==> src/rtl/adc_seq_pkg.sv <==
`timescale 1ns/1ps
package adc_seq_pkg;

    localparam int WORD_W = 14;

    typedef enum logic [1:0] {
        PM_ACTIVE = 2'b00,
        PM_NAP    = 2'b01,
        PM_SLEEP  = 2'b10
    } pmode_t;

    typedef struct packed {
        logic level;
        logic rise;
        logic fall;
    } pin_ev_t;

    // Power state reached after a strobe that brings the static-clock count to n.
    function automatic pmode_t pm_after_strobe(input int unsigned n,
                                               input int unsigned nap_n,
                                               input int unsigned sleep_n,
                                               input pmode_t cur);
        if (n >= sleep_n) return PM_SLEEP;
        if (n >= nap_n)   return (cur == PM_SLEEP) ? PM_SLEEP : PM_NAP;
        return cur;
    endfunction

endpackage

==> src/rtl/adc_sync_edge.sv <==
`timescale 1ns/1ps
module adc_sync_edge
    import adc_seq_pkg::*;
#(
    parameter int STAGES = 2
) (
    input  logic    clk,
    input  logic    rst,
    input  logic    pin_i,
    output pin_ev_t ev_o
);
    logic [STAGES-1:0] chain_q;
    logic              last_q;

    always_ff @(posedge clk) begin
        if (rst) begin
            chain_q <= '0;
            last_q  <= 1'b0;
        end else begin
            chain_q <= {chain_q[STAGES-2:0], pin_i};
            last_q  <= chain_q[STAGES-1];
        end
    end

    always_comb begin
        ev_o.level = chain_q[STAGES-1];
        ev_o.rise  = chain_q[STAGES-1] & ~last_q;
        ev_o.fall  = ~chain_q[STAGES-1] & last_q;
    end
endmodule

==> src/rtl/adc_pwr_ctrl.sv <==
`timescale 1ns/1ps
module adc_pwr_ctrl
    import adc_seq_pkg::*;
#(
    parameter int NAP_PULSES   = 2,
    parameter int SLEEP_PULSES = 4
) (
    input  logic   clk,
    input  logic   rst,
    input  logic   strobe_i,
    input  logic   clk_edge_i,
    output pmode_t mode_o,
    output logic   launch_o,
    output logic   park_o
);
    localparam int CNT_W = $clog2(SLEEP_PULSES + 1);
    localparam logic [CNT_W-1:0] CNT_SAT = CNT_W'(SLEEP_PULSES);

    logic [CNT_W-1:0] cnt_q, cnt_d, cnt_inc;
    pmode_t           mode_q, mode_d;

    always_comb begin
        cnt_inc = (cnt_q >= CNT_SAT) ? CNT_SAT : cnt_q + 1'b1;
        cnt_d   = cnt_q;
        mode_d  = mode_q;
        if (clk_edge_i) begin
            cnt_d  = strobe_i ? CNT_W'(1) : '0;
            mode_d = PM_ACTIVE;
        end else if (strobe_i) begin
            cnt_d  = cnt_inc;
            mode_d = pm_after_strobe(int'(cnt_inc), NAP_PULSES, SLEEP_PULSES, mode_q);
        end
    end

    assign launch_o = strobe_i && (mode_d == PM_ACTIVE);
    assign park_o   = strobe_i && (mode_d != PM_ACTIVE);
    assign mode_o   = mode_q;

    always_ff @(posedge clk) begin
        if (rst) begin
            cnt_q  <= '0;
            mode_q <= PM_ACTIVE;
        end else begin
            cnt_q  <= cnt_d;
            mode_q <= mode_d;
        end
    end
endmodule

==> src/rtl/adc_shift_out.sv <==
`timescale 1ns/1ps
module adc_shift_out #(
    parameter int DATA_W = 14
) (
    input  logic              clk,
    input  logic              rst,
    input  logic              launch_i,
    input  logic              park_i,
    input  logic              shift_i,
    input  logic [DATA_W-1:0] data_i,
    output logic              sdo_o,
    output logic              oe_o
);
    localparam int LEFT_W = $clog2(DATA_W + 1);
    localparam logic [LEFT_W-1:0] FULL = LEFT_W'(DATA_W);

    logic [DATA_W-1:0] word_q;
    logic [LEFT_W-1:0] left_q;

    always_ff @(posedge clk) begin
        if (rst) begin
            word_q <= '0;
            left_q <= '0;
        end else if (launch_i) begin
            word_q <= data_i;
            left_q <= FULL;
        end else if (park_i) begin
            left_q <= '0;
        end else if (shift_i && left_q != '0) begin
            word_q <= {word_q[DATA_W-2:0], 1'b0};
            left_q <= left_q - 1'b1;
        end
    end

    assign oe_o  = (left_q != '0);
    assign sdo_o = oe_o & word_q[DATA_W-1];
endmodule

==> src/rtl/adc_seq_ctrl.sv <==
`timescale 1ns/1ps
module adc_seq_ctrl
    import adc_seq_pkg::*;
#(
    parameter int DATA_W       = WORD_W,
    parameter int SYNC_STAGES  = 2,
    parameter int NAP_PULSES   = 2,
    parameter int SLEEP_PULSES = 4
) (
    input  logic              clk,
    input  logic              rst,
    input  logic              cnv_in,
    input  logic              sclk_in,
    input  logic [DATA_W-1:0] conv_data,
    output logic              conv_start,
    output logic              sdo,
    output logic              sdo_oe,
    output logic [1:0]        mode
);
    pin_ev_t cnv_ev, sclk_ev;
    pmode_t  pm;
    logic    launch, park, start_q;

    adc_sync_edge #(.STAGES(SYNC_STAGES)) u_cnv_sync (
        .clk(clk), .rst(rst), .pin_i(cnv_in), .ev_o(cnv_ev)
    );

    adc_sync_edge #(.STAGES(SYNC_STAGES)) u_sclk_sync (
        .clk(clk), .rst(rst), .pin_i(sclk_in), .ev_o(sclk_ev)
    );

    adc_pwr_ctrl #(.NAP_PULSES(NAP_PULSES), .SLEEP_PULSES(SLEEP_PULSES)) u_pwr (
        .clk(clk), .rst(rst),
        .strobe_i(cnv_ev.rise),
        .clk_edge_i(sclk_ev.rise | sclk_ev.fall),
        .mode_o(pm), .launch_o(launch), .park_o(park)
    );

    adc_shift_out #(.DATA_W(DATA_W)) u_shift (
        .clk(clk), .rst(rst),
        .launch_i(launch), .park_i(park), .shift_i(sclk_ev.rise),
        .data_i(conv_data), .sdo_o(sdo), .oe_o(sdo_oe)
    );

    always_ff @(posedge clk) begin
        if (rst) start_q <= 1'b0;
        else     start_q <= launch;
    end

    assign conv_start = start_q;
    assign mode       = pm;
endmodule

==> config.mk <==
export PLATFORM = sky130hd
export DESIGN_NAME = adc_seq_ctrl
export DESIGN_NICKNAME = d
export VERILOG_FILES = /design/src/rtl/adc_seq_pkg.sv /design/src/rtl/adc_sync_edge.sv /design/src/rtl/adc_pwr_ctrl.sv /design/src/rtl/adc_shift_out.sv /design/src/rtl/adc_seq_ctrl.sv
export SDC_FILE = /design/constraint.sdc
export NUM_CORES = 1
export LEC_CHECK = 0
export ABC_AREA = 0
export ABC_CLOCK_PERIOD_IN_PS = 2280
export BUFFER_PORTS_ARGS = -buffer_cell sky130_fd_sc_hd__buf_4
export CELL_PAD_IN_SITES_DETAIL_PLACEMENT = 1
export CELL_PAD_IN_SITES_GLOBAL_PLACEMENT = 2
export CORE_ASPECT_RATIO = 0.8
export CORE_MARGIN = 8
export CORE_UTILIZATION = 33
export DETAILED_ROUTE_END_ITERATION = 10
export GPL_ROUTABILITY_DRIVEN = 1
export PLACE_DENSITY_LB_ADDON = 0.1
export SLEW_MARGIN = 20
export SYNTH_ARGS = -nofsm -noshare
export SYNTH_HDL_FRONTEND = slang
export SYNTH_SLANG_ARGS = --single-unit
export TNS_END_PERCENT = 20
==> constraint.sdc <==
create_clock -name clk -period 2.28 [get_ports clk]
set_input_delay 0.228 -clock clk [delete_from_list [all_inputs] [get_ports clk]]
set_output_delay 0.228 -clock clk [all_outputs]
set_load 0.02 [all_outputs]
==> run metrics, run 1 <==
Yosys reg bits=30; fin util=40.8%; initial antenna violation count=0; Hold WC Path Type=in -> reg; GRT met1 Usage=14.0%; die width=89.5 µm; Fin. Hold Viols=0; synthesized area=1430 µm²; Reg power frac=48.3%; Pwr Density=693 nW/µm²; Total Wirelength=3.24 mm; CP max stage delay=0.41 ns; First DRT Iteration DRCs=39; max-cap check violation count=0; CTS sink cnt=30; RSZ-0062 raised after global routing=false; share of cells above drive strength 1=27.3%; Max Freq=498 MHz; die area=6690 µm²; IO buf count=22; critical path type=reg -> reg; Avg Cell Area, Syn=9.25 µm²; Peak VDD IR=0.306 mV; WP data required=2.46 ns; overall power=0.00118 W; Post-synth EDFFs=0; Detail Route Antenna Nets=0; M2 GR Usage=15.3%; Area Growth Syn to Fin=19.6%; met3 usage=5.02%; CTS Root Buffer Type=clkbuf_8; Tmin final=2.01 ns; antenna diode count=0; Psw=0.000313 W; Switching Share=26.5%; DRC Markers=0; DR vias=1124; Worst Setup Start Kind=flip-flop; outcome=finished clean; GR peak layer=met2; CTS tree=built; Critical path origin=u_pwr.cnt_q[0]; Synth Warn #=0; crit end category=flip-flop; Worst EP arrival=2.19 ns; total CTS buffers=5; largest net degree at the start of global routing=30; Synth Instances=154; Internal=0.000868 W; Hold Crit Start=cnv_in; first-pass GRT wire length=5.56 mm; Overflow after GRT=0; Comb power frac=13.4%; ys async rst share=0%; Total GRT Usage=11.0%; leakage power=0.631 nW; NumNets Final=198; clock-pin slew on the worst setup and hold paths=0.07 ns; Sum Neg Setup Slack=0 ns; worst relative slew slack=69.2%; Worst-Skew Late Latency=0.29 ns; Post-synth top flop=dfxtp_1; worst r2r src=u_pwr.cnt_q[0]; DP HPWL=2.26 mm; clk_skew=0.0115 ns; DR WL/cell=13.9 µm; Netlist cell types=36; sequential cell area fraction in the yosys report=42.1%; GP Congestion=0.692; H-tree level count=2; IO Pins=23; First-pass DRT Iterations=4; Tightest Pin Transition=0.461 ns; R2R Path End=u_shift.word_q[12]; Final Slew Violations=0; period utilisation layout=88.1%; slowest cell on the critical path=nor4b_2; DR vias/cell=4.82; Die Height=74.8 µm; CP Max Fanout=16; endpoints failing setup=0; Worst Setup EP=u_shift.word_q[12]; internal reg-to-reg setup slack=0.27 ns; core box area=4180 µm²; starting density of the core=34.1%; Syn Nets=177; Rows=21; hold path depth=2; clock power share=38.3%; Clock Tree Buf Depth=2; vias in the first global route=1152; crit-path cells=inv_1 > ha_1 > nor4b_2 > a2bb2oi_4 > buf_4 > a311oi_1; FF-to-FF path depth=6
## stage by stage
step           cells  hold slack (ns)  instance area (µm²)  setup slack (ns)
2_1_floorplan    154            0.356                 1430             0.585
3_3_place_gp     225            0.419                 1600             0.170
3_5_place_dp     225            0.428                 1600            0.0244
4_1_cts          233            0.142                 1700             0.240
5_1_grt          233            0.140                 1700            0.0763
6_report         233            0.154                 1700             0.270
## final cells by class
cell class	instances	area, µm²
fillers	489	2470
multi-input cells	107	731
flip-flops and latches	30	601
repair buffers	24	180
clock buffers	6	82.6
well taps	57	71.3
inverters	7	26.3
clock inverters	2	12.5
## registers in the layout, summed over array words and instances (netlist names)
| name | cells |
|---|---|
| conv_start | 1 |
| u_cnv_sync.chain_q | 2 |
| u_cnv_sync.last_q | 1 |
| u_pwr.cnt_q | 3 |
| u_pwr.mode_o | 2 |
| u_sclk_sync.chain_q | 2 |
| u_sclk_sync.last_q | 1 |
| u_shift.left_q | 4 |
| u_shift.word_q | 14 |
## worst min path at each step
stage                                       end  slack, ns
after floorplan           u_cnv_sync.chain_q[0]       0.36
after global placement    u_cnv_sync.chain_q[1]       0.42
after detailed placement  u_cnv_sync.chain_q[1]       0.43
after CTS                 u_cnv_sync.chain_q[0]       0.14
after global routing      u_cnv_sync.chain_q[0]       0.14
final                     u_cnv_sync.chain_q[0]       0.15
## power by group through the flow
| stage | logic (W) | registers (W) | clock network, W |
|---|---|---|---|
| floorplan | 0.000120 | 0.000577 | 0 |
| global placement | 0.000154 | 0.000580 | 0 |
| detailed placement | 0.000159 | 0.000581 | 0 |
| CTS | 0.000161 | 0.000570 | 0.000476 |
| global route | 0.000176 | 0.000574 | 0.000503 |
| finish | 0.000158 | 0.000570 | 0.000453 |
## synth_stat cells (2+ instances only)
cell type / instances / area share, %
a21oi_1: 7 / 2.5
a311oi_1: 4 / 2.5
a311oi_2: 9 / 9.5
buf_2: 2 / 0.70
buf_6: 3 / 2.4
clkbuf_1: 3 / 0.79
dfxtp_1: 30 / 42
ha_1: 5 / 4.4
inv_1: 7 / 1.8
nand2_1: 29 / 7.6
nand3_1: 5 / 1.8
nor2_1: 15 / 4.0
nor2b_1: 7 / 3.1
nor3_1: 3 / 1.1
nor3b_1: 2 / 1.1
nor4_1: 2 / 0.88
o21ai_0: 2 / 0.70
## logic make-up (layout without fill, tap and decap cells)
kind of cell	count (synthesis)	count (layout)	synth area share, %
adder cells (fa/ha/maj)	5	5	4.39
AO/OA/AOI/OAI	26	26	17.9
flip-flops	30	30	42.1
XOR/XNOR	1	1	0.615
AND/OR/NAND/NOR	75	75	27.6
buffers and inverters	17	39	7.37
## routing by layer
metal / part of all wire, % / wire, µm
met5: 0 / 0
met4: 1.6 / 51
met3: 6.5 / 212
met2: 43 / 1400
met1: 49 / 1580
## critical path, delay by kind of cell, from the launching register on
| family | cells | cell delay, ns |
|---|---|---|
| AOI/OAI and AO/OA | 2 | 0.47 |
| adders and majority gates | 1 | 0.35 |
| buffers and inverters | 2 | 0.31 |
| DFF | 1 | 0.37 |
| and+or+nand+nor | 1 | 0.41 |
## what timing repair did
item	4_1_cts	5_1_grt
hold buffers	0	0
gates resized for setup	1	0
setup endpoints to repair	1	0
buffers inserted	0	0
## layout by cell type (no fill, tap or decap), types with 2 or more instances in the layout
| cell type | netlist | final |
|---|---|---|
| nor3b_1 | 2 | 2 |
| nor4_1 | 2 | 2 |
| nor3_1 | 3 | 3 |
| buf_4 | 0 | 24 |
| a21oi_1 | 7 | 7 |
| nand3_1 | 5 | 5 |
| ha_1 | 5 | 5 |
| nand2_1 | 29 | 29 |
| dfxtp_1 | 30 | 30 |
| o21ai_0 | 2 | 2 |
| a311oi_1 | 4 | 4 |
| clkbuf_8 | 0 | 6 |
| nor2_1 | 15 | 15 |
| nor2b_1 | 7 | 7 |
| a311oi_2 | 9 | 9 |
| inv_1 | 7 | 7 |
Note: power is estimated with default switching activity, not from simulation.
==> run 2: changes to the inputs <==
--- a/config.mk
+++ b/config.mk
@@ -19,5 +19,6 @@
 export SLEW_MARGIN = 20
 export SYNTH_ARGS = -nofsm -noshare
 export SYNTH_HDL_FRONTEND = slang
+export SYNTH_HIERARCHICAL = 1
 export SYNTH_SLANG_ARGS = --single-unit
 export TNS_END_PERCENT = 20
==> run 2 against run 1 <==
Compared with the run above: clock skew shrank 0.0066 ns; core utilization grew 0.43 points; via count up 21%; critical endpoint is now u_shift/word_q[1]; total power increased by 12%.
==> run metrics, run 2 <==
final worst slack=0.226 ns (was 0.270 ns); DR vias/cell=5.24 (was 4.82); Worst-Skew Late Latency=0.28 ns (was 0.29 ns); Avg Cell Area, Syn=8.57 µm² (was 9.25 µm²); First DRT Iteration DRCs=61 (was 39); die area=6970 µm² (was 6690 µm²); Filler cells=525 (was 489); Total Wirelength=3.88 mm (was 3.24 mm); critical path type=reg -> reg (unchanged); IO Pins=23 (unchanged); Synth Warn #=6 (was 0); core box area=4490 µm² (was 4180 µm²); overall power=0.00132 W (was 0.00118 W); pre-CTS setup slack=0.198 ns (was 0.0244 ns); DRC Markers=0 (unchanged); Overflow after GRT=0 (unchanged); Tmin final=2.05 ns (was 2.01 ns); worst relative slew slack=69.4% (was 69.2%); Peak VDD IR=0.331 mV (was 0.306 mV); post-CTS sizing=0 (was 1); H-tree level count=2 (unchanged); largest registers=u_shift/word_q x14, u_shift/left_q x4, u_pwr/cnt_q x3 (was u_shift.word_q x14, u_shift.left_q x4, u_pwr.cnt_q x3); Clock Tree Buf Depth=2 (unchanged); Hold Buf Count CTS=0 (unchanged); synthesized area=1500 µm² (was 1430 µm²); Detail Route Antenna Nets=0 (unchanged); clock-pin slew on the worst setup and hold paths=0.07 ns (about the same); antenna diode count=0 (unchanged); initial antenna violation count=0 (unchanged); Area Growth Syn to Fin=23.4% (was 19.6%); hold path depth=2 (unchanged); Die Height=76.3 µm (was 74.8 µm); Post-DP Area=1730 µm² (was 1600 µm²); endpoints failing setup=0 (unchanged); max-cap check violation count=0 (unchanged); CTS Root Buffer Type=clkbuf_8 (unchanged); IO buf count=22 (unchanged); Worst Setup Start Kind=flip-flop (unchanged); vias in the first global route=1422 (was 1152); Fin. Hold Viols=0 (unchanged); Post-Layout Inst Area=1850 µm² (was 1700 µm²); Setup Fix Bufs, Post-CTS=0 (unchanged); die width=91.4 µm (was 89.5 µm); NumNets Final=220 (was 198); largest net degree at the start of global routing=34 (was 30); fin util=41.2% (was 40.8%); total CTS buffers=5 (unchanged); Most flops, register=u_shift/word_q (was u_shift.word_q); Pwr Density=716 nW/µm² (was 693 nW/µm²); Final Slew Violations=0 (unchanged); share of cells above drive strength 1=20.6% (was 27.3%); RSZ-0062 raised after global routing=false (unchanged); FF-to-FF path depth=7 (was 6); CTS sink cnt=30 (unchanged); Rows=22 (was 21); CTS tree=built (unchanged); WP data required=2.46 ns (about the same); starting density of the core=33.4% (was 34.1%); clk_skew=0.00488 ns (was 0.0115 ns); Synth Instances=175 (was 154); outcome=finished clean (unchanged); Worst EP arrival=2.24 ns (was 2.19 ns); Tightest Pin Transition=0.459 ns (was 0.461 ns); leakage power=0.706 nW (was 0.631 nW); GP Congestion=0.826 (was 0.692); crit end category=flip-flop (unchanged); DR vias=1356 (was 1124); first-pass GRT wire length=6.67 mm (was 5.56 mm); max FFs per register=14 (unchanged); DR WL/cell=15.0 µm (was 13.9 µm); DP HPWL=2.64 mm (was 2.26 mm); Syn Nets=197 (was 177); CP Max Fanout=28 (was 16); Total GRT Usage=11.6% (was 11.0%); Max Freq=487 MHz (was 498 MHz); First-pass DRT Iterations=4 (unchanged); period utilisation layout=90.1% (was 88.1%); Hold WC Path Type=in -> reg (unchanged); most frequent cells in the layout=dfxtp_1, buf_4, nor2b_1 (was dfxtp_1, nand2_1, buf_4); commonest non-fill, non-tap cell in the layout=dfxtp_1 (unchanged); Sum Neg Setup Slack=0 ns (unchanged)
==> run 2: worst max-delay path, cell delays in order (launching register included) <==
cell,delay [ns]
dfxtp_1,0.37
inv_1,0.06
ha_1,0.34
nor4b_1,0.33
a22o_1,0.29
buf_6,0.25
a31oi_1,0.06
a221oi_1,0.26
==> run 2: area by class of cell <==
cell class / count / area [µm²] / area share, %
clock buffer: 5 / 68.8 / 3.72
clock inverter: 3 / 45.0 / 2.44
sequential: 30 / 601 / 32.5
tap: 60 / 75.1 / 4.06
inverter: 11 / 43.8 / 2.37
multi-input combinational: 122 / 802 / 43.4
timing repair buffer: 28 / 214 / 11.6
==> run 2: final timing paths <==
check	end	start	slack, ns
hold reg to reg	u_cnv_sync/chain_q[1]	u_cnv_sync/chain_q[0]	0.44
setup reg to reg	u_shift/word_q[1]	u_pwr/cnt_q[0]	0.23
hold / removal	u_sclk_sync/chain_q[0]	sclk_in	0.17
setup / recovery	u_shift/word_q[1]	u_pwr/cnt_q[0]	0.23
==> run 2: report_power, final <==
part | switching [W] | total, W | internal, W
combinational | 0.000132 | 0.000219 | 0.0000870
sequential | 0.0000176 | 0.000567 | 0.000550
clock | 0.000213 | 0.000538 | 0.000325
==> run 2: per-layer routing <==
metal / share of wire, % / track usage, % / up-vias
met5: 0 / 0 / -
met4: 0.80 / 2.94 / 0
met3: 3.3 / 4.04 / 4
met2: 45 / 18.2 / 20
met1: 51 / 14.6 / 651
li1: - / - / 681
==> run 2: per-stage QoR <==
stage	hold WS [ns]	std cells
floorplan	0.300	175
global placement	0.421	251
detailed placement	0.426	251
CTS	0.163	259
global route	0.157	259
finish	0.169	259
==> run 3: changes to the inputs <==
--- a/config.mk
+++ b/config.mk
@@ -11,7 +11,7 @@
 export CELL_PAD_IN_SITES_DETAIL_PLACEMENT = 1
 export CELL_PAD_IN_SITES_GLOBAL_PLACEMENT = 2
 export CORE_ASPECT_RATIO = 0.8
-export CORE_MARGIN = 8
+export CORE_MARGIN = 10
 export CORE_UTILIZATION = 33
 export DETAILED_ROUTE_END_ITERATION = 10
 export GPL_ROUTABILITY_DRIVEN = 1
==> run 3 against run 2 <==
Compared with the run above: count of clock-buffer cells in the layout rose by 2; die area rose by 9.9%; sequential power barely moved; core utilization rose by 1.7 points; sequential share of layout area rose by 0.22 points; global-route usage rose by 0.17 points; non-clock buffer count rose by 3; register-to-register slack barely moved; critical path depth did not move; highest routed layer unchanged.
==> run metrics, run 3 (same netlist as run 2, synthesis figures left out) <==
pre-CTS setup slack=0.190 ns (was 0.198 ns); Tightest Pin Transition=0.487 ns (was 0.459 ns); met3 usage=3.81% (was 4.04%); DR WL/cell=16.1 µm (was 15.0 µm); fin util=42.9% (was 41.2%); die area=7650 µm² (was 6970 µm²); Worst-Skew Late Latency=0.29 ns (was 0.28 ns); die width=95.4 µm (was 91.4 µm); most frequent cells in the layout=buf_4, dfxtp_1, nor2b_1 (was dfxtp_1, buf_4, nor2b_1); starting density of the core=35.0% (was 33.4%); CP Max Fanout=14 (was 28); slowest cell on the critical path=nand2b_1 (was dfxtp_1); IO buf count=22 (unchanged); Max Freq=486 MHz (was 487 MHz); WP data required=2.47 ns (was 2.46 ns); Worst path top cell family by delay=compound AO/OA/AOI/OAI gates (unchanged); Setup Fix Bufs, Post-CTS=0 (unchanged); crit end category=flip-flop (unchanged); Total Wirelength=4.16 mm (was 3.88 mm); Hold Buf Count CTS=0 (unchanged); Area Growth Syn to Fin=22.5% (was 23.4%); Critical path origin=u_pwr/cnt_q[0] (unchanged); Worst Setup EP=u_shift/word_q[1] (unchanged); GP Congestion=0.756 (was 0.826); antenna diode count=0 (unchanged); first-pass GRT wire length=7.21 mm (was 6.67 mm); DP HPWL=2.84 mm (was 2.64 mm); clk_skew=0.00359 ns (was 0.00488 ns); R2R Path End=u_shift/word_q[1] (unchanged); NumNets Final=223 (was 220); CTS tree=built (unchanged); share of cells above drive strength 1=20.3% (was 20.6%); Die Height=80.3 µm (was 76.3 µm); Fin. Hold Viols=0 (unchanged); core box area=4280 µm² (was 4490 µm²); commonest non-fill, non-tap cell in the layout=buf_4 (was dfxtp_1); Pwr Density=675 nW/µm² (was 716 nW/µm²); M2 GR Usage=18.1% (was 18.2%); IO Pins=23 (unchanged); internal reg-to-reg setup slack=0.22 ns (was 0.23 ns); CTS Root Buffer Type=clkbuf_8 (unchanged); initial antenna violation count=0 (unchanged); Worst EP arrival=2.25 ns (was 2.24 ns); largest net degree at the start of global routing=34 (unchanged); WP depth=7 (unchanged); max-cap check violation count=0 (unchanged); Clock Tree Buf Depth=2 (unchanged); Overflow after GRT=0 (unchanged); RSZ-0062 raised after global routing=false (unchanged); Tmin final=2.06 ns (was 2.05 ns); Total GRT Usage=11.7% (was 11.6%); overall power=0.00124 W (was 0.00132 W); final worst slack=0.224 ns (was 0.226 ns); Filler cells=520 (was 525); outcome=finished clean (unchanged); clock-pin slew on the worst setup and hold paths=0.06 ns (was 0.07 ns); DR vias/cell=5.37 (was 5.24); total CTS buffers=5 (unchanged); Worst Setup Start Kind=flip-flop (unchanged); endpoints failing setup=0 (unchanged); GRT met1 Usage=14.8% (was 14.6%); worst relative slew slack=67.5% (was 69.4%); H-tree level count=2 (unchanged); DR vias=1392 (was 1356); worst r2r src=u_pwr/cnt_q[0] (unchanged); CTS sink cnt=30 (unchanged); Peak VDD IR=0.317 mV (was 0.331 mV); Final Slew Violations=0 (unchanged); Detail Route Antenna Nets=0 (unchanged); period utilisation layout=90.2% (was 90.1%); Most flops, register=u_shift/word_q (unchanged); post-CTS sizing=0 (unchanged); Sum Neg Setup Slack=0 ns (unchanged); critical path type=reg -> reg (unchanged); vias in the first global route=1486 (was 1422); CP max stage delay=0.45 ns (was 0.37 ns); leakage power=0.717 nW (was 0.706 nW); FF-to-FF path depth=7 (unchanged); max FFs per register=14 (unchanged); Hold WC Path Type=in -> reg (unchanged); GR peak layer=met2 (unchanged); largest registers=u_shift/word_q x14, u_shift/left_q x4, u_pwr/cnt_q x3 (unchanged); crit-path cells=inv_1 > ha_1 > nor3_1 > a21oi_1 > nand2b_1 > o21ai_0 > a221oi_1 (was inv_1 > ha_1 > nor4b_1 > a22o_1 > buf_6 > a31oi_1 > a221oi_1); DRC Markers=0 (unchanged); critical path buffer and inverter count=1 (was 2); Rows=21 (was 22); First-pass DRT Iterations=4 (unchanged); First DRT Iteration DRCs=134 (was 61)
==> run 3: worst min path at each step <==
stage                                         to  slack (ns)                    from  cells after the start
final                      u_cnv_sync/chain_q[0]        0.15                  cnv_in                      2
after global routing       u_cnv_sync/chain_q[0]        0.15                  cnv_in                      2
after CTS                 u_sclk_sync/chain_q[0]        0.15                 sclk_in                      2
after detailed placement  u_sclk_sync/chain_q[1]        0.43  u_sclk_sync/chain_q[0]                      1
after global placement     u_cnv_sync/chain_q[1]        0.42   u_cnv_sync/chain_q[0]                      1
after floorplan                       conv_start        0.30                     rst                      1
==> run 3: cell type report <==
cell class / count / area [µm²] / area share (%)
clock inverters: 1 / 5.00 / 0.272
inverters: 11 / 43.8 / 2.38
flip-flops and latches: 30 / 601 / 32.7
multi-input cells: 122 / 797 / 43.4
well taps: 57 / 71.3 / 3.88
repair buffers: 31 / 233 / 12.7
clock buffers: 7 / 86.3 / 4.70
==> run 3: layer usage <==
| metal | wire length, µm | up-vias |
|---|---|---|
| met3 | 165 | 8 |
| met4 | 62 | 0 |
| met1 | 2040 | 680 |
| li1 | - | 680 |
| met5 | 0 | - |
| met2 | 1890 | 24 |
==> run 3: where the power goes <==
part	leakage, nW	internal (W)	total [W]	switching (W)
clock network	0.0482	0.000243	0.000444	0.000201
logic	0.424	0.0000901	0.000228	0.000138
registers	0.245	0.000550	0.000567	0.0000175
==> run 3: per-stage QoR <==
step	std cells	area (µm²)	hold slack, ns
floorplan	175	1500	0.300
global placement	251	1750	0.419
detailed placement	251	1750	0.434
CTS	259	1840	0.146
global route	259	1840	0.149
finish	259	1840	0.153
